**config.mk**
```make
export PLATFORM = sky130hd
export DESIGN_NAME = cfg_serpar_reg
export DESIGN_NICKNAME = d
export VERILOG_FILES = /design/src/rtl/cfg_pkg.sv /design/src/rtl/cfg_sync.sv /design/src/rtl/cfg_shift.sv /design/src/rtl/cfg_hold.sv /design/src/rtl/cfg_serpar_reg.sv
export SDC_FILE = /design/constraint.sdc
export NUM_CORES = 1
export LEC_CHECK = 0
export ABC_AREA = 0
export BUFFER_PORTS_ARGS = -buffer_cell sky130_fd_sc_hd__buf_4
export CORE_MARGIN = 2
export CORE_UTILIZATION = 30
export DETAILED_ROUTE_END_ITERATION = 8
export MAX_ROUTING_LAYER = met4
export SLEW_MARGIN = 25
export SYNTH_ARGS = -nofsm -noshare
export SYNTH_HDL_FRONTEND = slang
export SYNTH_HIERARCHICAL = 1
export SYNTH_SLANG_ARGS = --single-unit
```
**constraint.sdc**
```tcl
create_clock -name clk_i -period 2.15 [get_ports clk_i]
set_clock_uncertainty 0.05 [all_clocks]
set_input_delay 0.215 -clock clk_i [delete_from_list [all_inputs] [get_ports clk_i]]
set_output_delay 0.215 -clock clk_i [all_outputs]
set_load 0.01 [all_outputs]
```
**src/rtl/cfg_pkg.sv**
```systemverilog
package cfg_pkg;
  localparam int unsigned M_W_DEF   = 9;
  localparam int unsigned N_W_DEF   = 2;
  localparam int unsigned T_W_DEF   = 3;
  localparam int unsigned M_MIN_DEF = 200;
  localparam int unsigned M_MAX_DEF = 400;
  localparam int unsigned M_RST_DEF = 400;
  localparam int unsigned SYNC_DEF  = 2;

  function automatic logic in_range(input int unsigned v, input int unsigned lo,
                                    input int unsigned hi);
    return (v >= lo) && (v <= hi);
  endfunction
endpackage

```
**src/rtl/cfg_sync.sv**
```systemverilog
module cfg_sync #(
  parameter int unsigned W      = 3,
  parameter int unsigned STAGES = 2
) (
  input  logic         clk_i,
  input  logic         rst_ni,
  input  logic [W-1:0] d_i,
  output logic [W-1:0] q_o,
  output logic [W-1:0] rise_o
);
  logic [W-1:0] prev_q;

  generate
    if (STAGES <= 1) begin : g_one
      logic [W-1:0] stg_q;
      always_ff @(posedge clk_i or negedge rst_ni) begin
        if (!rst_ni) stg_q <= '0;
        else         stg_q <= d_i;
      end
      assign q_o = stg_q;
    end else begin : g_multi
      logic [STAGES-1:0][W-1:0] stg_q;
      always_ff @(posedge clk_i or negedge rst_ni) begin
        if (!rst_ni) stg_q <= '0;
        else         stg_q <= {stg_q[STAGES-2:0], d_i};
      end
      assign q_o = stg_q[STAGES-1];
    end
  endgenerate

  always_ff @(posedge clk_i or negedge rst_ni) begin
    if (!rst_ni) prev_q <= '0;
    else         prev_q <= q_o;
  end

  assign rise_o = q_o & ~prev_q;
endmodule

```
**src/rtl/cfg_shift.sv**
```systemverilog
module cfg_shift #(
  parameter int unsigned LEN = 14
) (
  input  logic           clk_i,
  input  logic           rst_ni,
  input  logic           shift_en_i,
  input  logic           din_i,
  output logic [LEN-1:0] q_o
);
  logic [LEN-1:0] sr_q;

  always_ff @(posedge clk_i or negedge rst_ni) begin
    if (!rst_ni)         sr_q <= '0;
    else if (shift_en_i) sr_q <= {sr_q[LEN-2:0], din_i};
  end

  assign q_o = sr_q;
endmodule

```
**src/rtl/cfg_hold.sv**
```systemverilog
module cfg_hold
  import cfg_pkg::*;
#(
  parameter int unsigned M_W   = M_W_DEF,
  parameter int unsigned N_W   = N_W_DEF,
  parameter int unsigned T_W   = T_W_DEF,
  parameter int unsigned M_MIN = M_MIN_DEF,
  parameter int unsigned M_MAX = M_MAX_DEF,
  parameter int unsigned M_RST = M_RST_DEF,
  localparam int unsigned LEN  = M_W + N_W + T_W
) (
  input  logic           clk_i,
  input  logic           rst_ni,
  input  logic           par_en_i,
  input  logic [M_W-1:0] par_m_i,
  input  logic [N_W-1:0] par_n_i,
  input  logic           ser_en_i,
  input  logic [LEN-1:0] word_i,
  output logic [M_W-1:0] m_o,
  output logic [N_W-1:0] n_o,
  output logic [T_W-1:0] t_o,
  output logic           legal_o
);
  localparam logic [M_W-1:0] M_RST_V = M_RST[M_W-1:0];

  logic [M_W-1:0] m_q, m_d;
  logic [N_W-1:0] n_q, n_d;
  logic [T_W-1:0] t_q, t_d;
  logic           legal_q;

  // parallel path wins over serial transfer
  always_comb begin
    m_d = m_q;
    n_d = n_q;
    t_d = t_q;
    if (par_en_i) begin
      m_d = par_m_i;
      n_d = par_n_i;
    end else if (ser_en_i) begin
      m_d = word_i[M_W-1:0];
      n_d = word_i[M_W +: N_W];
      t_d = word_i[M_W+N_W +: T_W];
    end
  end

  always_ff @(posedge clk_i or negedge rst_ni) begin
    if (!rst_ni) begin
      m_q     <= M_RST_V;
      n_q     <= '0;
      t_q     <= '0;
      legal_q <= in_range(M_RST, M_MIN, M_MAX);
    end else begin
      m_q     <= m_d;
      n_q     <= n_d;
      t_q     <= t_d;
      legal_q <= in_range(int'(m_d), M_MIN, M_MAX);
    end
  end

  assign m_o     = m_q;
  assign n_o     = n_q;
  assign t_o     = t_q;
  assign legal_o = legal_q;
endmodule

```
**src/rtl/cfg_serpar_reg.sv**
```systemverilog
module cfg_serpar_reg
  import cfg_pkg::*;
#(
  parameter int unsigned M_W         = M_W_DEF,
  parameter int unsigned N_W         = N_W_DEF,
  parameter int unsigned T_W         = T_W_DEF,
  parameter int unsigned M_MIN       = M_MIN_DEF,
  parameter int unsigned M_MAX       = M_MAX_DEF,
  parameter int unsigned M_RST       = M_RST_DEF,
  parameter int unsigned SYNC_STAGES = SYNC_DEF
) (
  input  logic           clk_i,
  input  logic           rst_ni,
  input  logic           ser_clk_i,
  input  logic           ser_data_i,
  input  logic           ser_load_i,
  input  logic           par_load_i,
  input  logic [M_W-1:0] par_m_i,
  input  logic [N_W-1:0] par_n_i,
  output logic [M_W-1:0] m_o,
  output logic [N_W-1:0] n_o,
  output logic [T_W-1:0] test_o,
  output logic           m_legal_o
);
  localparam int unsigned LEN = M_W + N_W + T_W;

  logic [2:0]     pins_q, pins_rise;
  logic           shift_evt, ld_rise;
  logic [LEN-1:0] shift_q;

  // bit0 data, bit1 serial clock, bit2 strobe
  cfg_sync #(.W(3), .STAGES(SYNC_STAGES)) u_sync (
    .clk_i  (clk_i),
    .rst_ni (rst_ni),
    .d_i    ({ser_load_i, ser_clk_i, ser_data_i}),
    .q_o    (pins_q),
    .rise_o (pins_rise)
  );

  assign shift_evt = pins_rise[1];
  assign ld_rise   = pins_rise[2];

  cfg_shift #(.LEN(LEN)) u_shift (
    .clk_i      (clk_i),
    .rst_ni     (rst_ni),
    .shift_en_i (shift_evt),
    .din_i      (pins_q[0]),
    .q_o        (shift_q)
  );

  cfg_hold #(
    .M_W(M_W), .N_W(N_W), .T_W(T_W),
    .M_MIN(M_MIN), .M_MAX(M_MAX), .M_RST(M_RST)
  ) u_hold (
    .clk_i    (clk_i),
    .rst_ni   (rst_ni),
    .par_en_i (par_load_i),
    .par_m_i  (par_m_i),
    .par_n_i  (par_n_i),
    .ser_en_i (ld_rise),
    .word_i   (shift_q),
    .m_o      (m_o),
    .n_o      (n_o),
    .t_o      (test_o),
    .legal_o  (m_legal_o)
  );
endmodule

```
Word level (Yosys, flattened, before mapping)
Index checks and enable logic that the tools add are counted.

Bits in registers: 38. Output and inout bits: 15.

Muxes and demuxes: 4. Reductions and logical operators: 3. Bitwise logic cells: 3. Order comparisons: 2.

Operator list (count): 9-bit two-way mux (2); 9-bit by 8-bit >= comparator with 1-bit output (second input constant) (1); 9-bit <= comparator (second input constant) (1); 2-bit two-way mux (2); 3-bit AND (1); 3-bit inverter (1); 2-bit AND reduction (1); 2-bit nonzero test (1); 1-bit logical AND (1); 1-bit inverter (1).

Longest topological paths before layout
Gate-level depths: netlist of run 1.

Depth after elaboration: 6. Gate-level depth with buffers: 7. Mapped depth without buffers: 6.

Cells and area by module
The synthesis of run 1 kept the hierarchy.

By module, submodules not included: cfg_hold (instances 1, cells an instance 62, area each 704.4 µm², sequential area each 380.4 µm²); cfg_shift (instances 1, cells an instance 29, area each 519.2 µm², sequential area each 350.3 µm²); cfg_sync (instances 1, cells an instance 15, area each 289.0 µm², sequential area each 225.2 µm²).

Worst setup path before layout of run 1
OpenSTA, ideal clock, no wires.

Path type: reg2reg. From: reg u_sync.prev_q[2]. To: reg u_hold.legal_q (netlist: u_hold/legal_o). Path slack: 604 ps. Library setup time: 78 ps. Stages on the path, launching flop included: 8. Arrival time: 1419 ps. Cell sequence: dfrtp_1 nor2b_4 buf_6 mux2i_1 o21ai_1 o41ai_2 a21oi_1 o22ai_1.

Cells in the longest elaborated chain, start to end: 6.

RTL lines: from (decl) (RTL line cfg_sync.sv:11) `logic [W-1:0] prev_q;`; from (signal assigned) (RTL line cfg_sync.sv:33) `else prev_q <= q_o;`; 3-bit inverter (*) (RTL line cfg_sync.sv:36) `assign rise_o = q_o & ~prev_q;`; 3-bit AND (*) (RTL line cfg_sync.sv:36); named net pins_rise[2] (RTL line cfg_serpar_reg.sv:27) `logic [2:0] pins_q, pins_rise;`; 9-bit two-way mux (*) (RTL line cfg_hold.sv:39) `end else if (ser_en_i) begin`; 9-bit two-way mux (*) (RTL line cfg_hold.sv:36) `if (par_en_i) begin`; named net u_hold.m_d[1] (RTL line cfg_hold.sv:26) `logic [M_W-1:0] m_q, m_d;`; 9-bit by 8-bit >= comparator with 1-bit output / 9-bit <= comparator (equally long branches) (RTL line cfg_pkg.sv:12) `return (v >= lo) && (v <= hi);`; 1-bit logical AND (*) (RTL line cfg_pkg.sv:12); to (signal assigned) (RTL line cfg_hold.sv:51) `legal_q <= in_range(M_RST, M_MIN, M_MAX);`; to (signal assigned) (RTL line cfg_hold.sv:56) `legal_q <= in_range(int'(m_d), M_MIN, M_MAX);`; to (decl) (RTL line cfg_hold.sv:29) `logic legal_q;`.

Mark *: on every way through the listed nets, which the timed path passes. The rest lies on a longest branch. A chain may end at the register's enable or synchronous reset.

Final worst setup path of run 1
From: reg u_sync.g_multi.stg_q (netlist bit u_sync/q_o[2]). To: reg u_hold.legal_q (netlist: u_hold/legal_o).

Cells in the longest elaborated chain, start to end: 5.

RTL lines: from (decl) (RTL line cfg_sync.sv:22) `logic [STAGES-1:0][W-1:0] stg_q;`; from (signal assigned) (RTL line cfg_sync.sv:25) `else stg_q <= {stg_q[STAGES-2:0], d_i};`; 3-bit AND (*) (RTL line cfg_sync.sv:36); named net pins_rise[2] (RTL line cfg_serpar_reg.sv:27); 9-bit two-way mux (*) (RTL line cfg_hold.sv:39); 9-bit two-way mux (*) (RTL line cfg_hold.sv:36); named net u_hold.m_d[3] (RTL line cfg_hold.sv:26); 9-bit by 8-bit >= comparator with 1-bit output / 9-bit <= comparator (equally long branches) (RTL line cfg_pkg.sv:12); 1-bit logical AND (*) (RTL line cfg_pkg.sv:12).

Marked as above.

==> results of run 1 <==
## power by group
part | internal, mW | leakage, nW | switching [mW]
Sequential | 0.882 | 0.445 | 0.116
Clock | 0.223 | 0.0439 | 0.235
Combinational | 0.240 | 0.370 | 0.162
## layer usage
layer  vias up  routed length (µm)
met5         -                   0
met4         0                  50
met3         5                 102
met2        22                1260
met1       437                1220
li1        425                   -
## what timing repair did
item,CTS,global route
hold buffers,4,0
endpoints found under the setup margin,0,0
buffers inserted,0,0
hold endpoints to repair,36,0
## path summary, 6_finish.rpt
kind	end	slack (ps)	cells past startpoint	from
worst max-delay path	u_hold/legal_o$_DFF_PN1_	400	6	u_sync/q_o[2]$_DFF_PN0_
worst min-delay path	u_hold/n_o[0]$_DFFE_PN0P_	90	3	par_n_i[0]
worst max register to register	u_hold/legal_o$_DFF_PN1_	400	6	u_sync/q_o[2]$_DFF_PN0_
worst min register to register	u_sync/q_o[2]$_DFF_PN0_	300	0	u_sync/g_multi.stg_q[2]$_DFF_PN0_
max in group asynchronous	u_hold/m_o[4]$_DFF_PN1_	1340	2	rst_ni
min in group asynchronous	u_sync/q_o[0]$_DFF_PN0_	370	2	rst_ni
## tightest hold or removal path: cells and delay by family
| kind | cells | cell delay [ps] |
|---|---|---|
| buffers and inverters | 1 | 80 |
| AO/OA/AOI/OAI | 1 | 60 |
| AND/OR/NAND/NOR | 1 | 40 |
## stage by stage
step	setup WS (ps)	utilization, %	power [mW]	std cells	hold slack (ps)
after global routing	324	39.5	1.97	195	100
after CTS	389	39.5	1.88	195	82.6
after detailed placement	414	36.8	1.42	183	145
after floorplan	604	-	1.22	102	-131
final	399	39.5	1.86	195	92.2
after global placement	455	36.8	1.40	183	141
## cell type report
cell class | instances | area share (%)
Multi-Input combinational cell | 58 | 25.9
Tap cell | 54 | 3.65
Timing Repair Buffer | 36 | 15.1
Clock buffer | 5 | 3.72
Inverter | 2 | 0.405
Clock inverter | 3 | 0.946
Sequential cell | 37 | 50.3
## flip-flops by register name, indices dropped and copies added (netlist names)
register and flops:
u_sync/prev_q 2, u_shift/q_o 14, u_sync/g_multi.stg_q 3, u_sync/q_o 3, u_hold/t_o 3, u_hold/n_o 2
u_hold/legal_o 1, u_hold/m_o 9
==> flow_summary.ini, run 1 <==
[routing]
drc = 0
postRouteWirelength_um = 2640
via_per_inst = 4.56
post_drt_wl_per_cell_um = 13.5
drt_first_pass_iters = 4
drtIter0Drc = 25
final_antenna_net_count = 0
num_vias = 889

[global_routing]
grt_start_max_net_pins = 38
grt_pass1_wl_um = 4360
antenna_found_initial = 0
grt.met2_usage_pct = 16.2
grtUsageMet3_pct = 4.25
grt_usage_pct = 11.3
top_usage_layer = met2
grt.overflow.total = 0
gr-usage-met1_pct = 14.1
grt_pass1_vias = 910

[worst_setup_path]
critical_path.max_fanout = 7
crit_path_end_kind = register
critical_path.startpoint_type = register
cp.required_ps = 2300
criticalPathCategory = register to register
worstPathArrival_ps = 1910
cp_num_buf_inv = 0
critPathTopFamily = compound AO/OA/AOI/OAI gates
crit_slowest_cell = o41ai_2
path_cells = nor2b_4, mux2i_1, o21ai_1, o41ai_2, a21oi_1, o22ai_1
max_stage_delay_ps = 380

[synthesis]
synth.avg_cell_area_um2 = 14.3
synth_area_um2 = 1460
synthCells = 102
synth_fp_nets = 119
ys_warn_count = 6

[cts]
ctsLongestPathBuffers = 2
clock_latency_ps = 280
cts_tree = yes
root_buffer = clkbuf_8
clkSinkCount = 37
cts_buffers = 5
cts.clk_slew.worst_paths_ps = 70
htreeDepth = 2
ctsResizeCount = 0

[sta]
fmax_ghz = 0.571
finalSetupViolations = 0
min_period_over_period_pct = 81.4
max_slew.worst_pin.slew_ps = 435
fin_crit_ps = 1750
drv_slew = 0
slew_headroom_pct = 70.9
setup_tns_ps = 0
hold_violations = 0
rsz0062_at_grt = false

[floorplanning]
coreArea_um2 = 4690
io_pins = 32
dieArea_um2 = 5440
die_w_um = 73.7
start_util_pct = 31.1
die_h_um = 73.7
num_rows = 25

[power]
leakage_nw = 0.859
peakVddDrop_mv = 0.621
powerDensity_nw_per_um2 = 1000

[finish]
final_area_um2 = 1850
final_cell_mix = dfrtp_1, buf_4, mux2_2
syn2layout_area_growth_pct = 26.9
nNetsFinal = 157
regArea_um2 = 931
fillerInstances = 456
multiInputGateArea_um2 = 479
antenna_cells = 0
layout_commonest_cell = dfrtp_1
drive_above_1_share_pct = 46.1

[placed_design]
place_congestion = 0.723
io_buffers = 31
placed_area_um2 = 1730
dp_hpwl_um = 1920

[hold_path]
hp-class = primary input to register

[run]
drv_cap = 0

[run_status]
status = finished clean
(Power assumes the default switching activity.)
==> run 2, diff against run 1 <==
--- a/config.mk
+++ b/config.mk
@@ -5,7 +5,7 @@
 export SDC_FILE = /design/constraint.sdc
 export NUM_CORES = 1
 export LEC_CHECK = 0
-export ABC_AREA = 0
+export ABC_AREA = 1
 export BUFFER_PORTS_ARGS = -buffer_cell sky130_fd_sc_hd__buf_4
 export CORE_MARGIN = 2
 export CORE_UTILIZATION = 30
==> constraint.sdc (replaced) <==
create_clock -name clk_i -period 1.7 [get_ports clk_i]
set_clock_uncertainty 0.05 [all_clocks]
set_input_delay 0.17 -clock clk_i [delete_from_list [all_inputs] [get_ports clk_i]]
set_output_delay 0.17 -clock clk_i [all_outputs]
set_load 0.01 [all_outputs]
==> flow_summary.ini, run 2 <==
[finish]
final_cell_mix = nand2_1, buf_4, dfrtp_1
largest_reg_flops = 14
layout_commonest_cell = nand2_1
syn2layout_area_growth_pct = 29.3
antenna_cells = 0
drive_above_1_share_pct = 25.6
fillerInstances = 499
nNetsFinal = 227
final_util_pct = 40.8

[synthesis]
synthCells = 172
synth.avg_cell_area_um2 = 8.83
synth_fp_nets = 189
ys_warn_count = 6
synth_area_um2 = 1520

[sta]
finalSetupViolations = 0
min_period_over_period_pct = 90.0
slew_headroom_pct = 68.8
max_slew.worst_pin.slew_ps = 468
fmax_ghz = 0.654
hold_violations = 0
worst_slack_ps = 170
rsz0062_at_grt = false
setup_tns_ps = 0
fin_crit_ps = 1530
drv_slew = 0

[worst_setup_path]
cp.required_ps = 1870
path_depth = 10
crit_path_end_kind = register
r2r-start = u_sync/q_o[2]$_DFF_PN0_
cp_num_buf_inv = 1
criticalPathCategory = register to register
path_cells = inv_1, nor2_4, nor2_2, nand2_1, nand3_2, nand2_1, nor2_1, nand2_1, nand2_1, nor2_1
r2r_setup_slack_ps = 170
critical_path.max_fanout = 9
crit_slowest_cell = dfrtp_1
critPathTopFamily = simple AND/OR/NAND/NOR gates
worstPathArrival_ps = 1700
rr_endpoint = u_hold/legal_o$_DFF_PN1_
worstSetupStartpoint = u_sync/q_o[2]$_DFF_PN0_
critical_path.startpoint_type = register
crit_top_cell = nand2_1
max_stage_delay_ps = 380
worst-r2r-cell-count = 10
crit_end = u_hold/legal_o$_DFF_PN1_

[floorplanning]
num_rows = 25
start_util_pct = 31.5
dieArea_um2 = 5650
die_h_um = 75.2
io_pins = 32
coreArea_um2 = 4820
die_w_um = 75.2

[power]
p_comb_share_pct = 14.3
pwr-share-seq_pct = 50.0
clock_power_share_pct = 35.7
powerDensity_nw_per_um2 = 1110
peakVddDrop_mv = 0.408
leakage_nw = 1.07
switching_share_pct = 25.2
p_sw_uw = 546
internal-power_mw = 1.63

[cts]
clkSinkCount = 37
ctsLongestPathBuffers = 2
cts_buffers = 5
cts_setup_buffers = 0
cts_tree = yes
clock_latency_ps = 280
root_buffer = clkbuf_8
cts.clk_slew.worst_paths_ps = 70
htreeDepth = 2

[routing]
num_vias = 1171
final_antenna_net_count = 0
postRouteWirelength_um = 3020
drtIter0Drc = 58
post_drt_wl_per_cell_um = 10.9
drt_first_pass_iters = 4
drc = 0
via_per_inst = 4.21

[global_routing]
grt_pass1_vias = 1138
grt_pass1_wl_um = 5140
grt.overflow.total = 0
antenna_found_initial = 0
grt_start_max_net_pins = 38
grt_usage_pct = 12.8

[run_status]
status = finished clean

[placed_design]
dp_hpwl_um = 2150
io_buffers = 31
place_congestion = 0.816
post-place-ws_ps = 158

[run]
drv_cap = 0

[hold_path]
hp-class = primary input to register
run 2: cell count changes in the layout (fill, tap and decap cells not counted), sizes merged, moves of 3 or more:
cell   previous run  this run
nand2             9        83
o21ai             9         1
nor2              2        12
mux2             18         0
mux2i            11         0
nand3             1        19
nor2b             3         0
inv               2        13
run 2: worst min-delay path by stage:
stage / from / endpoint / depth (start not counted)
floorplan: rst_ni / u_hold/m_o[0]$_DFF_PN0_ / 0
global placement: rst_ni / u_sync/g_multi.stg_q[2]$_DFF_PN0_ / 1
detailed placement: rst_ni / u_sync/g_multi.stg_q[2]$_DFF_PN0_ / 1
CTS: par_n_i[1] / u_hold/n_o[1]$_DFFE_PN0P_ / 3
global route: par_n_i[0] / u_hold/n_o[0]$_DFFE_PN0P_ / 3
finish: par_n_i[1] / u_hold/n_o[1]$_DFFE_PN0P_ / 3
run 2: per-stage QoR:
stage                     instances  hold WS (ps)  power [mW]  instance area [µm²]
after global placement          266           112        1.40                 1800
after detailed placement        266           112        1.41                 1800
final                           278          51.9        2.17                 1960
after global routing            278          60.4        2.29                 1960
after floorplan                 172          -176        1.25                 1520
after CTS                       278          44.2        2.20                 1960
run 2: area by class of cell:
type / count / area [µm²] / area share, %
flip-flops and latches: 37 / 931 / 47.4
multi-input cells: 116 / 497 / 25.3
repair buffers: 37 / 288 / 14.6
clock buffers: 7 / 86.3 / 4.39
well taps: 67 / 83.8 / 4.27
inverters: 13 / 48.8 / 2.48
clock inverters: 1 / 30.0 / 1.53
run 2: power groups by stage:
stage,Sequential (mW),Clock (mW),Combinational [mW]
finish,1.09,0.775,0.310
global route,1.10,0.830,0.361
CTS,1.09,0.800,0.316
detailed placement,1.10,0,0.308
global placement,1.10,0,0.301
floorplan,1.10,0,0.153
run 2: worst min-delay path, cell delays in order:
cell     delay (ps)
buf_4            80
nand2_1          40
nand3_1          70
run 2: layer usage:
| metal | routed length, µm | GRT usage, % | share of wire (%) |
|---|---|---|---|
| met5 | 0 | - | 0 |
| met4 | 44 | 5.65 | 1.5 |
| met3 | 129 | 4.55 | 4.3 |
| met2 | 1350 | 18.5 | 45 |
| met1 | 1490 | 16.1 | 49 |
run 2: repair_timing:
item,CTS,global route
endpoints found under the setup margin,0,1
hold buffers,4,0
resized for setup,0,1
hold endpoints to repair,36,0
==> run 3, diff against run 2 <==
--- a/config.mk
+++ b/config.mk
@@ -5,12 +5,13 @@
 export SDC_FILE = /design/constraint.sdc
 export NUM_CORES = 1
 export LEC_CHECK = 0
-export ABC_AREA = 1
 export BUFFER_PORTS_ARGS = -buffer_cell sky130_fd_sc_hd__buf_4
 export CORE_MARGIN = 2
 export CORE_UTILIZATION = 30
 export DETAILED_ROUTE_END_ITERATION = 8
 export MAX_ROUTING_LAYER = met4
+export RECOVER_POWER = 25
+export SETUP_SLACK_MARGIN = 0.3
 export SLEW_MARGIN = 25
 export SYNTH_ARGS = -nofsm -noshare
 export SYNTH_HDL_FRONTEND = slang
==> flow_summary.ini, run 3 (synthesis results as in run 1) <==
[cts]
htreeDepth = 2
cts.clk_slew.worst_paths_ps = 70
cts_buffers = 5
ctsLongestPathBuffers = 2
cts_tree = yes
clock_latency_ps = 290
clkSinkCount = 37
root_buffer = clkbuf_8

[power]
peakVddDrop_mv = 0.402
internal-power_mw = 1.74
p_comb_share_pct = 23.4
finalPower_mw = 2.40
leakage_nw = 0.911
clock_power_share_pct = 24.0
pwr-share-seq_pct = 52.6
switching_share_pct = 27.4
powerDensity_nw_per_um2 = 1230
p_sw_uw = 659

[finish]
drive_above_1_share_pct = 50.0
antenna_cells = 0
final_area_um2 = 1960
final_cell_mix = dfrtp_1, buf_4, mux2_2
syn2layout_area_growth_pct = 34.1
final-instance-count-excl-fill = 202
nNetsFinal = 164
layout_commonest_cell = dfrtp_1
final_util_pct = 41.7
largest_reg_flops = 14
fillerInstances = 440

[sta]
hold_violations = 0
rsz0062_at_grt = true
fin_crit_ps = 1690
drv_slew = 0
fmax_ghz = 0.592
max_slew.worst_pin.slew_ps = 896
slew_headroom_pct = 40.3
finalSetupViolations = 0
min_period_over_period_pct = 99.4
hold-worst-slack_ps = 47.9

[routing]
num_vias = 914
top_layer_used = met4
wl_met1_um = 1320
drt_first_pass_iters = 4
drtIter0Drc = 44
drc = 0
routed-wl-met3_um = 148
postRouteWirelength_um = 2870
final_antenna_net_count = 0
post_drt_wl_per_cell_um = 14.2
via_per_inst = 4.52
wl_met2_um = 1330

[global_routing]
grt_usage_pct = 12.3
grt_pass1_wl_um = 4780
antenna_found_initial = 0
grt_start_max_net_pins = 38
grt.overflow.total = 0
grt_pass1_vias = 969

[hold_path]
hold_path.startpoint = par_n_i[0]
hp-class = primary input to register

[floorplanning]
coreArea_um2 = 4690
dieArea_um2 = 5440
die_h_um = 73.7
io_pins = 32
start_util_pct = 31.1
num_rows = 25
die_w_um = 73.7

[worst_setup_path]
crit_path_end_kind = register
worstSetupStartpoint = u_sync/q_o[2]$_DFF_PN0_
critical_path.max_fanout = 6
cp.required_ps = 1860
critical_path.startpoint_type = register
criticalPathCategory = register to register
r2r-start = u_sync/q_o[2]$_DFF_PN0_
worstPathArrival_ps = 1850

[run_status]
status = finished clean

[placed_design]
dp.cells = 183
io_buffers = 31
placed_area_um2 = 1740
place_congestion = 0.752

[run]
drv_cap = 0
[run 3: cell types whose count changed in the layout (fill, tap and decap cells not counted), moves of 4 or more]
cell     change
nor2_1       -6
nand2_1     -74
nand3_2      -4
nand3_1     -14
mux2i_1     +10
inv_1        -9
mux2_2      +14
o21ai_1      +5
[run 3: cell type report]
class / count / area, µm² / area share [%]
Tap cell: 54 / 67.6 / 3.45
Clock buffer: 6 / 72.6 / 3.71
Clock inverter: 2 / 10.0 / 0.512
Inverter: 2 / 7.51 / 0.384
Multi-Input combinational cell: 58 / 505 / 25.8
Timing Repair Buffer: 43 / 363 / 18.5
Sequential cell: 37 / 931 / 47.6
[run 3: final timing paths]
path	endpoint	slack, ps	depth (start not counted)
setup / recovery	u_hold/legal_o$_DFF_PN1_	10	9
hold / removal	u_hold/n_o[0]$_DFFE_PN0P_	50	3
setup reg to reg	u_hold/legal_o$_DFF_PN1_	10	9
hold reg to reg	u_sync/q_o[1]$_DFF_PN0_	300	0
max in group asynchronous	u_shift/q_o[6]$_DFFE_PN0P_	560	2
min in group asynchronous	u_hold/t_o[1]$_DFFE_PN0P_	490	2
[run 3: power groups by stage]
stage / Sequential, mW / Combinational, mW / Clock [mW]
2_1_floorplan: 1.27 / 0.282 / 0
3_3_place_gp: 1.27 / 0.501 / 0
3_5_place_dp: 1.28 / 0.517 / 0
4_1_cts: 1.26 / 0.531 / 0.592
5_1_grt: 1.30 / 0.614 / 0.632
6_report: 1.26 / 0.562 / 0.576
[run 3: per-stage QoR]
stage                     worst slack [ps]  setup TNS (ps)
after floorplan                        171               0
after global placement                31.5               0
after detailed placement              7.46               0
after CTS                             39.2               0
after global routing                 -67.0           -67.0
final                                 9.88               0
[run 3: repair_timing]
action | CTS | global route
hold buffers | 4 | 0
pin swaps | 0 | 3
resized for setup | 0 | 8
buffers inserted | 4 | 3
endpoints found under the setup margin | 6 | 7
endpoints found under the hold margin | 36 | 0
[run 3: metal layers]
metal	vias to the layer above	track usage, %
li1	440	-
met4	0	6.67
met1	444	15.8
met2	23	17.6
met3	7	3.57
met5	-	-
[run 3: worst max-delay path, stage by stage (launching register included)]
cell and delay [ps]:
dfrtp_1 390, nor2b_4 140, buf_12 120, buf_12 120
buf_4 130, mux2i_1 120, o21ai_2 220, o41ai_2 100
a21oi_1 130, o22ai_1 80
